[config.mk]
export PLATFORM = sky130hd
export DESIGN_NAME = clkreg_top
export DESIGN_NICKNAME = d
export VERILOG_FILES = /design/src/rtl/clkreg_pkg.sv /design/src/rtl/clkreg_decode.sv /design/src/rtl/clkreg_field.sv /design/src/rtl/clkreg_resp.sv /design/src/rtl/clkreg_top.sv
export SDC_FILE = /design/constraint.sdc
export NUM_CORES = 1
export LEC_CHECK = 0
export CORE_MARGIN = 2
export CORE_UTILIZATION = 35
export CTS_BUF_LIST = sky130_fd_sc_hd__clkbuf_4 sky130_fd_sc_hd__clkbuf_8
export DETAILED_ROUTE_END_ITERATION = 12
export GPL_TIMING_DRIVEN = 0
export PLACE_DENSITY = 0.64
export SETUP_SLACK_MARGIN = 0.05
export SYNTH_ARGS = -nofsm -noshare
export SYNTH_HDL_FRONTEND = slang
export SYNTH_HIERARCHICAL = 1
export SYNTH_SLANG_ARGS = --single-unit
[constraint.sdc]
create_clock -name clk -period 1.31 [get_ports clk]
set_input_delay 0.262 -clock clk [delete_from_list [all_inputs] [get_ports clk]]
set_output_delay 0.262 -clock clk [all_outputs]
set_load 0.01 [all_outputs]
[src/rtl/clkreg_pkg.sv]
package clkreg_pkg;

  localparam int DW      = 32;
  localparam int NSLOT   = 10;
  localparam int SLOT_W  = $clog2(NSLOT);
  localparam int N_GATE  = 3;

  localparam int unsigned CONST_IDX  = 18;
  localparam logic [DW-1:0] CONST_WORD = 32'h0000_4040;

  typedef enum logic [SLOT_W-1:0] {
    S_MODE, S_PDIV0, S_PDIV1, S_MPLL, S_SPLL,
    S_GATE0, S_GATE1, S_GATE2, S_PM0, S_PM1
  } slot_e;

  typedef struct packed {
    logic              hit;
    logic              cst;
    logic [SLOT_W-1:0] slot;
  } dec_t;

  function automatic logic [DW-1:0] slot_mask(int s);
    case (s)
      S_MODE:           return 32'h3B6F_DFFF;
      S_PDIV0:          return 32'hFF9F_3FFF;
      S_MPLL, S_SPLL:   return 32'hBFFF_3FFF;
      S_PM0, S_PM1:     return 32'h0000_0000;
      default:          return 32'hFFFF_FFFF;
    endcase
  endfunction

  function automatic logic [DW-1:0] slot_force(int s);
    return (s == S_MODE) ? 32'h0400_0000 : 32'h0;
  endfunction

  function automatic logic [DW-1:0] slot_reset(int s);
    case (s)
      S_MODE:  return 32'h074B_0B7D;
      S_PDIV0: return 32'hFF87_0B48;
      S_PDIV1: return 32'h49FC_FE7F;
      S_MPLL:  return 32'h0400_1800;
      S_SPLL:  return 32'h0404_3001;
      S_PM0:   return 32'h8020_9828;
      S_PM1:   return 32'h00AA_0000;
      default: return 32'hFFFF_FFFF;
    endcase
  endfunction

  function automatic logic slot_writable(int s);
    return !(s == S_PM0 || s == S_PM1);
  endfunction

  function automatic dec_t decode_idx(int unsigned idx);
    dec_t d;
    d.hit = 1'b1;
    d.cst = 1'b0;
    d.slot = S_MODE;
    case (idx)
      0:  d.slot = S_MODE;
      1:  d.slot = S_PDIV0;
      2:  d.slot = S_PDIV1;
      4:  d.slot = S_MPLL;
      6:  d.slot = S_SPLL;
      8:  d.slot = S_GATE0;
      9:  d.slot = S_GATE1;
      10: d.slot = S_GATE2;
      23: d.slot = S_PM0;
      CONST_IDX: begin d.hit = 1'b0; d.cst = 1'b1; end
      default:   d.hit = 1'b0;
    endcase
    return d;
  endfunction

endpackage

[src/rtl/clkreg_decode.sv]
module clkreg_decode
  import clkreg_pkg::*;
#(
  parameter int ADDR_W = 12
) (
  input  logic [ADDR_W-1:0] addr,
  input  logic              wr,
  output dec_t              dec,
  output logic              bad
);
  logic misaligned;
  logic wr_refused;

  assign misaligned = |addr[1:0];
  assign dec        = decode_idx(32'(addr >> 2));
  assign wr_refused = wr && (dec.cst || (dec.hit && !slot_writable(int'(dec.slot))));
  assign bad        = misaligned || (!dec.hit && !dec.cst) || wr_refused;
endmodule

[src/rtl/clkreg_field.sv]
module clkreg_field #(
  parameter int          DW    = 32,
  parameter logic [DW-1:0] RESET = '0,
  parameter logic [DW-1:0] MASK  = '1,
  parameter logic [DW-1:0] FORCE = '0
) (
  input  logic          clk,
  input  logic          rst_n,
  input  logic          we,
  input  logic [DW-1:0] wdata,
  output logic [DW-1:0] q
);
  always_ff @(posedge clk or negedge rst_n) begin
    if (!rst_n)  q <= RESET;
    else if (we) q <= (wdata & MASK) | FORCE;
  end
endmodule

[src/rtl/clkreg_resp.sv]
module clkreg_resp #(
  parameter int DW = 32
) (
  input  logic          clk,
  input  logic          rst_n,
  input  logic          fire,
  input  logic [DW-1:0] rdata_nxt,
  input  logic          err_nxt,
  output logic          rsp_valid,
  output logic [DW-1:0] rsp_rdata,
  output logic          rsp_err
);
  always_ff @(posedge clk or negedge rst_n) begin
    if (!rst_n) begin
      rsp_valid <= 1'b0;
      rsp_rdata <= '0;
      rsp_err   <= 1'b0;
    end else begin
      rsp_valid <= fire;
      rsp_rdata <= fire ? rdata_nxt : '0;
      rsp_err   <= fire && err_nxt;
    end
  end
endmodule

[src/rtl/clkreg_top.sv]
module clkreg_top
  import clkreg_pkg::*;
#(
  parameter int ADDR_W = 12
) (
  input  logic                 clk,
  input  logic                 rst_n,
  input  logic                 req_valid,
  input  logic                 req_write,
  input  logic [ADDR_W-1:0]    req_addr,
  input  logic [DW-1:0]        req_wdata,
  output logic                 rsp_valid,
  output logic [DW-1:0]        rsp_rdata,
  output logic                 rsp_err,
  output logic [DW-1:0]        mode_o,
  output logic [DW-1:0]        pdiv0_o,
  output logic [DW-1:0]        pdiv1_o,
  output logic [DW-1:0]        mpll_o,
  output logic [DW-1:0]        spll_o,
  output logic [N_GATE*DW-1:0] gate_o,
  output logic [DW-1:0]        pm0_o,
  output logic [DW-1:0]        pm1_o
);
  dec_t          dec;
  logic          bad;
  logic          wr_fire;
  logic [NSLOT-1:0] we;
  logic [DW-1:0] q [NSLOT];
  logic [DW-1:0] rd_nxt;

  clkreg_decode #(.ADDR_W(ADDR_W)) u_dec (
    .addr(req_addr), .wr(req_write), .dec(dec), .bad(bad)
  );

  assign wr_fire = req_valid && req_write && !bad;

  for (genvar s = 0; s < NSLOT; s++) begin : g_slot
    assign we[s] = wr_fire && dec.hit && (dec.slot == SLOT_W'(s));
    clkreg_field #(
      .DW(DW), .RESET(slot_reset(s)), .MASK(slot_mask(s)), .FORCE(slot_force(s))
    ) u_fld (
      .clk(clk), .rst_n(rst_n), .we(we[s]), .wdata(req_wdata), .q(q[s])
    );
  end

  always_comb begin
    rd_nxt = '0;
    if (!req_write && !bad) begin
      if (dec.cst) rd_nxt = CONST_WORD;
      for (int s = 0; s < NSLOT; s++)
        if (dec.hit && dec.slot == SLOT_W'(s)) rd_nxt = q[s];
    end
  end

  clkreg_resp #(.DW(DW)) u_rsp (
    .clk(clk), .rst_n(rst_n), .fire(req_valid), .rdata_nxt(rd_nxt), .err_nxt(bad),
    .rsp_valid(rsp_valid), .rsp_rdata(rsp_rdata), .rsp_err(rsp_err)
  );

  assign mode_o  = q[S_MODE];
  assign pdiv0_o = q[S_PDIV0];
  assign pdiv1_o = q[S_PDIV1];
  assign mpll_o  = q[S_MPLL];
  assign spll_o  = q[S_SPLL];
  assign gate_o  = {q[S_GATE2], q[S_GATE1], q[S_GATE0]};
  assign pm0_o   = q[S_PM0];
  assign pm1_o   = q[S_PM1];

  // one response per request, one cycle later
  a_r1_rsp_follows: assert property (@(posedge clk) disable iff (!rst_n)
    req_valid |=> rsp_valid);
  a_r1_no_spurious: assert property (@(posedge clk) disable iff (!rst_n)
    !req_valid |=> !rsp_valid);
  // error only inside a response
  a_r12_err_in_rsp: assert property (@(posedge clk) disable iff (!rst_n)
    rsp_err |-> rsp_valid);
  // bad responses carry zero data
  a_r9_err_zero: assert property (@(posedge clk) disable iff (!rst_n)
    rsp_err |-> (rsp_rdata == '0));
  // misaligned addresses are always flagged
  a_r10_misaligned: assert property (@(posedge clk) disable iff (!rst_n)
    (req_valid && req_addr[1:0] != 2'b00) |=> rsp_err);
  // forced mode bit never clears
  a_r2_force_bit: assert property (@(posedge clk) disable iff (!rst_n)
    mode_o[26]);
  // reserved bits of post-divider 0 stay zero
  a_r3_pdiv0_reserved: assert property (@(posedge clk) disable iff (!rst_n)
    (pdiv0_o & ~slot_mask(S_PDIV0)) == '0);
  // reserved bits of both PLL words stay zero
  a_r4_pll_reserved: assert property (@(posedge clk) disable iff (!rst_n)
    ((mpll_o | spll_o) & ~slot_mask(S_MPLL)) == '0);
  // power-management words never move
  a_r7_pm_static: assert property (@(posedge clk) disable iff (!rst_n)
    $stable(pm0_o) && $stable(pm1_o));
endmodule

==> results_dict.tcl <==
set metrics [dict create \
    status "complete, but fails checks" \
    violations "setup timing" \
    power_frac_seq_pct 44.2 \
    hold_viol 0 \
    comb_power_share_pct 5.5 \
    die_w_microns 218.0 \
    synth_seq_cells 276 \
    avgViaCountPerCell 5.376 \
    cap_violations 0 \
    areaGrowthSynthToFinish_pct 60.70 \
    totalWireLength_microns 75790 \
    clkLatencyLatePin_ns 0.65 \
    synth_top_area_share_pct 26.40 \
    routabilityCongestion 0.8613 \
    path_delay_family "simple AND/OR/NAND/NOR gates" \
    synth_area_per_cell_sq_um 12.27 \
    root_buffer "clkbuf_8" \
    ir_drop_mv 0.6182 \
    core_region_area_sq_um 45280 \
    fill_cells 3757 \
    setup_ws_ns -1.227 \
    firstDrtPassIters 6 \
    crit_chain "buf_6 > or4_4 > or2_4 > buf_4 > nor2_4 > buf_4 > nor2b_4 > clkbuf_8 > nand3_4 > nor2_4 > buf_12 > buf_12 > mux2_4" \
    cpMaxStageDelayCell "or4_4" \
    ant_nets 0 \
    dpl.hpwl_microns 47230 \
    skew_ns 0.02693 \
    switching_share_pct 24.67 \
    cts_tree "done" \
    path_buf_inv 6 \
    rsz0062_at_grt "yes" \
    yosysSeqAreaShare_pct 44.36 \
    cts_sinks 276 \
    slew_viol_final 0 \
    worstSetupPathType "input pin to flop" \
    die_y_microns 218.0 \
    power_frac_clock_pct 50.3 \
    synth_enable_flop_cells 0 \
    drc 0 \
    initial_core_util_pct 35.39 \
    clk_pin_slew_worst_paths_ns 0.07 \
    regArea_sq_um 7117 \
    io_pins 402 \
    port_buffers 331 \
    place.detailed.instances 2301 \
    setup_viol 560 \
    synth_top_area_cell "dfstp_2" \
    grt_max_degree 119 \
    async_flop_share_pct 100.0 \
    grt_overflow 0 \
    max-clock-path-buffers 3 \
    end_kind "flop" \
    p_switching_mw 4.779 \
    ys_warn_count 6 \
    tns_ns -359.98 \
    n_antenna_cell 0 \
    drt_iter0_drc 1215 \
    synth.area.top_cells "dfstp_2 26%, dfrtp_1 18%, mux2_4 17%, mux2_2 6.1%, buf_4 3.8%" \
    drive_gt1_share_pct 67.74 \
    total_power_mw 19.37 \
    rows 78 \
    p_leak_nw 11.44 \
    wl_per_cell_microns 28.67 \
    nets 2050 \
    critPathMaxFanout 10 \
    whs_ns 0.1708 \
    maxSlewHeadroom_pct 55.29 \
    period_share_pct 193.7 \
    htreeDepth 2 \
    worst-endpoint-required_ns 1.82 \
    grt_usage_pct 29.45 \
    cp.arrival_ns 3.05 \
    dieArea_sq_um 47520 \
    cts_buffers 51 \
    grt_pass1_vias 13830 \
    ys_types 61 \
    route.vias.total 14210 \
    antenna_found_initial 2 \
    netlist_area_sq_um 16030 \
    period_needed_ns 2.537 \
    cp-start-kind "input pin" \
    max_freq_mhz 394.1 \
    power.internal_mw 14.59 \
    grt_pass1_wl_microns 100100 \
    max_stage_delay_ns 0.54 \
    multiInputGateArea_sq_um 8569 \
    powerDensity_nw_per_um2 752.1 \
    fin_cells 2643 \
    tightestPinTransition_ns 0.6707 \
    synthFlopType "dfstp_2" \
    hold_class "input pin to async pin" \
    syn-instance-count 1306 \
]
[power by group through the flow]
| stage | sequential (mW) | combinational (mW) | clock, mW |
|---|---|---|---|
| global placement | 8.69 | 0.881 | 0 |
| CTS | 8.56 | 0.968 | 9.86 |
| floorplan | 8.70 | 0.388 | 0 |
| global route | 8.55 | 1.14 | 10.2 |
| detailed placement | 8.69 | 0.920 | 0 |
| finish | 8.56 | 1.07 | 9.74 |
[final timing paths]
path,from,slack (ns),cells after the start,to
max,req_addr[11],-1.23,13,g_slot[4].u_fld/q[24]
min,rst_n,0.17,2,g_slot[3].u_fld/q[25]
max reg2reg,g_slot[8].u_fld/q[21],-0.52,10,u_rsp/rsp_rdata[21]
min reg2reg,g_slot[1].u_fld/q[10],0.54,1,g_slot[1].u_fld/q[10]
max in group asynchronous,rst_n,0.13,3,g_slot[3].u_fld/q[24]
min in group clk,req_valid,0.41,1,u_rsp/rsp_valid
[registers in the layout (all words and copies together) (netlist names)]
register / count
u_rsp/rsp_valid: 1
g_slot.u_fld/q: 242
u_rsp/rsp_err: 1
u_rsp/rsp_rdata: 32
[cell usage after synthesis (3+ instances only)]
master	number
mux2i_1	11
nor3b_1	6
buf_6	12
nor4_1	3
or2_2	5
nor2_1	25
conb_1	7
a21boi_0	4
nor2b_1	32
inv_1	5
mux2_4	180
and2_1	5
mux2_2	87
nand2b_1	73
a31oi_1	24
and3_1	5
nand2_1	11
buf_12	16
a21oi_1	41
nor3_1	8
buf_2	31
and4b_1	25
o21ai_1	4
a2bb2oi_1	5
dfstp_2	161
clkbuf_1	43
o21a_1	5
o21ai_0	62
o211ai_1	23
nand3b_1	4
a41oi_1	3
and2_2	33
buf_4	81
clkbuf_2	3
dfrtp_1	115
a21o_1	3
o22ai_1	26
and3b_1	24
nand3_1	29
a22oi_1	5
a211oi_1	3
a221o_1	23
o221ai_1	3
a22o_1	6
[layout make-up]
class	count	area share [%]
well taps	600	2.915
repair buffers	587	23.25
plain buffers	181	8.230
clock inverters	15	0.5927
inverters	5	0.07288
multi-input cells	900	33.28
flip-flops and latches	276	27.64
clock buffers	79	4.028
[cells in the final DEF, fill, tap and decap left out, drive strengths merged, types with 25 or more instances in the layout]
| master | Yosys | layout |
|---|---|---|
| and2 | 38 | 38 |
| nand2b | 73 | 73 |
| clkbuf | 46 | 201 |
| dfstp | 161 | 161 |
| dfrtp | 115 | 115 |
| nand3 | 29 | 29 |
| conb | 7 | 69 |
| buf | 142 | 603 |
| o21ai | 66 | 66 |
| a21oi | 41 | 41 |
| o22ai | 26 | 26 |
| nor2 | 25 | 25 |
| mux2 | 267 | 267 |
| nor2b | 34 | 34 |
| clkdlybuf4s50 | 0 | 36 |
| and4b | 25 | 25 |
[metrics by stage]
stage	cell area (sq um)	utilization [%]	worst slack, ns
2_1_floorplan	16360	-	-1.368
3_3_place_gp	20430	45.11	-11.92
3_5_place_dp	20490	45.24	-2.945
4_1_cts	23770	52.48	-1.161
5_1_grt	25750	56.87	-1.267
6_report	25750	56.87	-1.227
[kinds of logic after synthesis]
| family | Yosys count | share of synthesized area (%) |
|---|---|---|
| AOI/OAI and AO/OA | 251 | 10.25 |
| buffers and inverters | 193 | 8.869 |
| DFF | 276 | 44.36 |
| muxes | 279 | 23.81 |
| other | 7 | 0.1640 |
| and+or+nand+nor | 300 | 12.55 |
[layer usage]
metal  GRT usage (%)  wire length [microns]  vias up
met2           46.22                  34270      734
met1           39.00                  31650     7273
met4           10.95                   3553        0
li1                -                      -     6016
met3           7.587                   6308      186
met5               0                      0        -
[repair_timing]
action                                  4_1_cts  5_1_grt
hold endpoints to repair                     53        0
pin swaps                                    27       66
endpoints found under the setup margin      560      571
hold buffers                                  1        0
cloned                                       17       12
buffers inserted                             59      174
resized for setup                           327     1244
No activity file was read; power rests on OpenSTA's default activity.
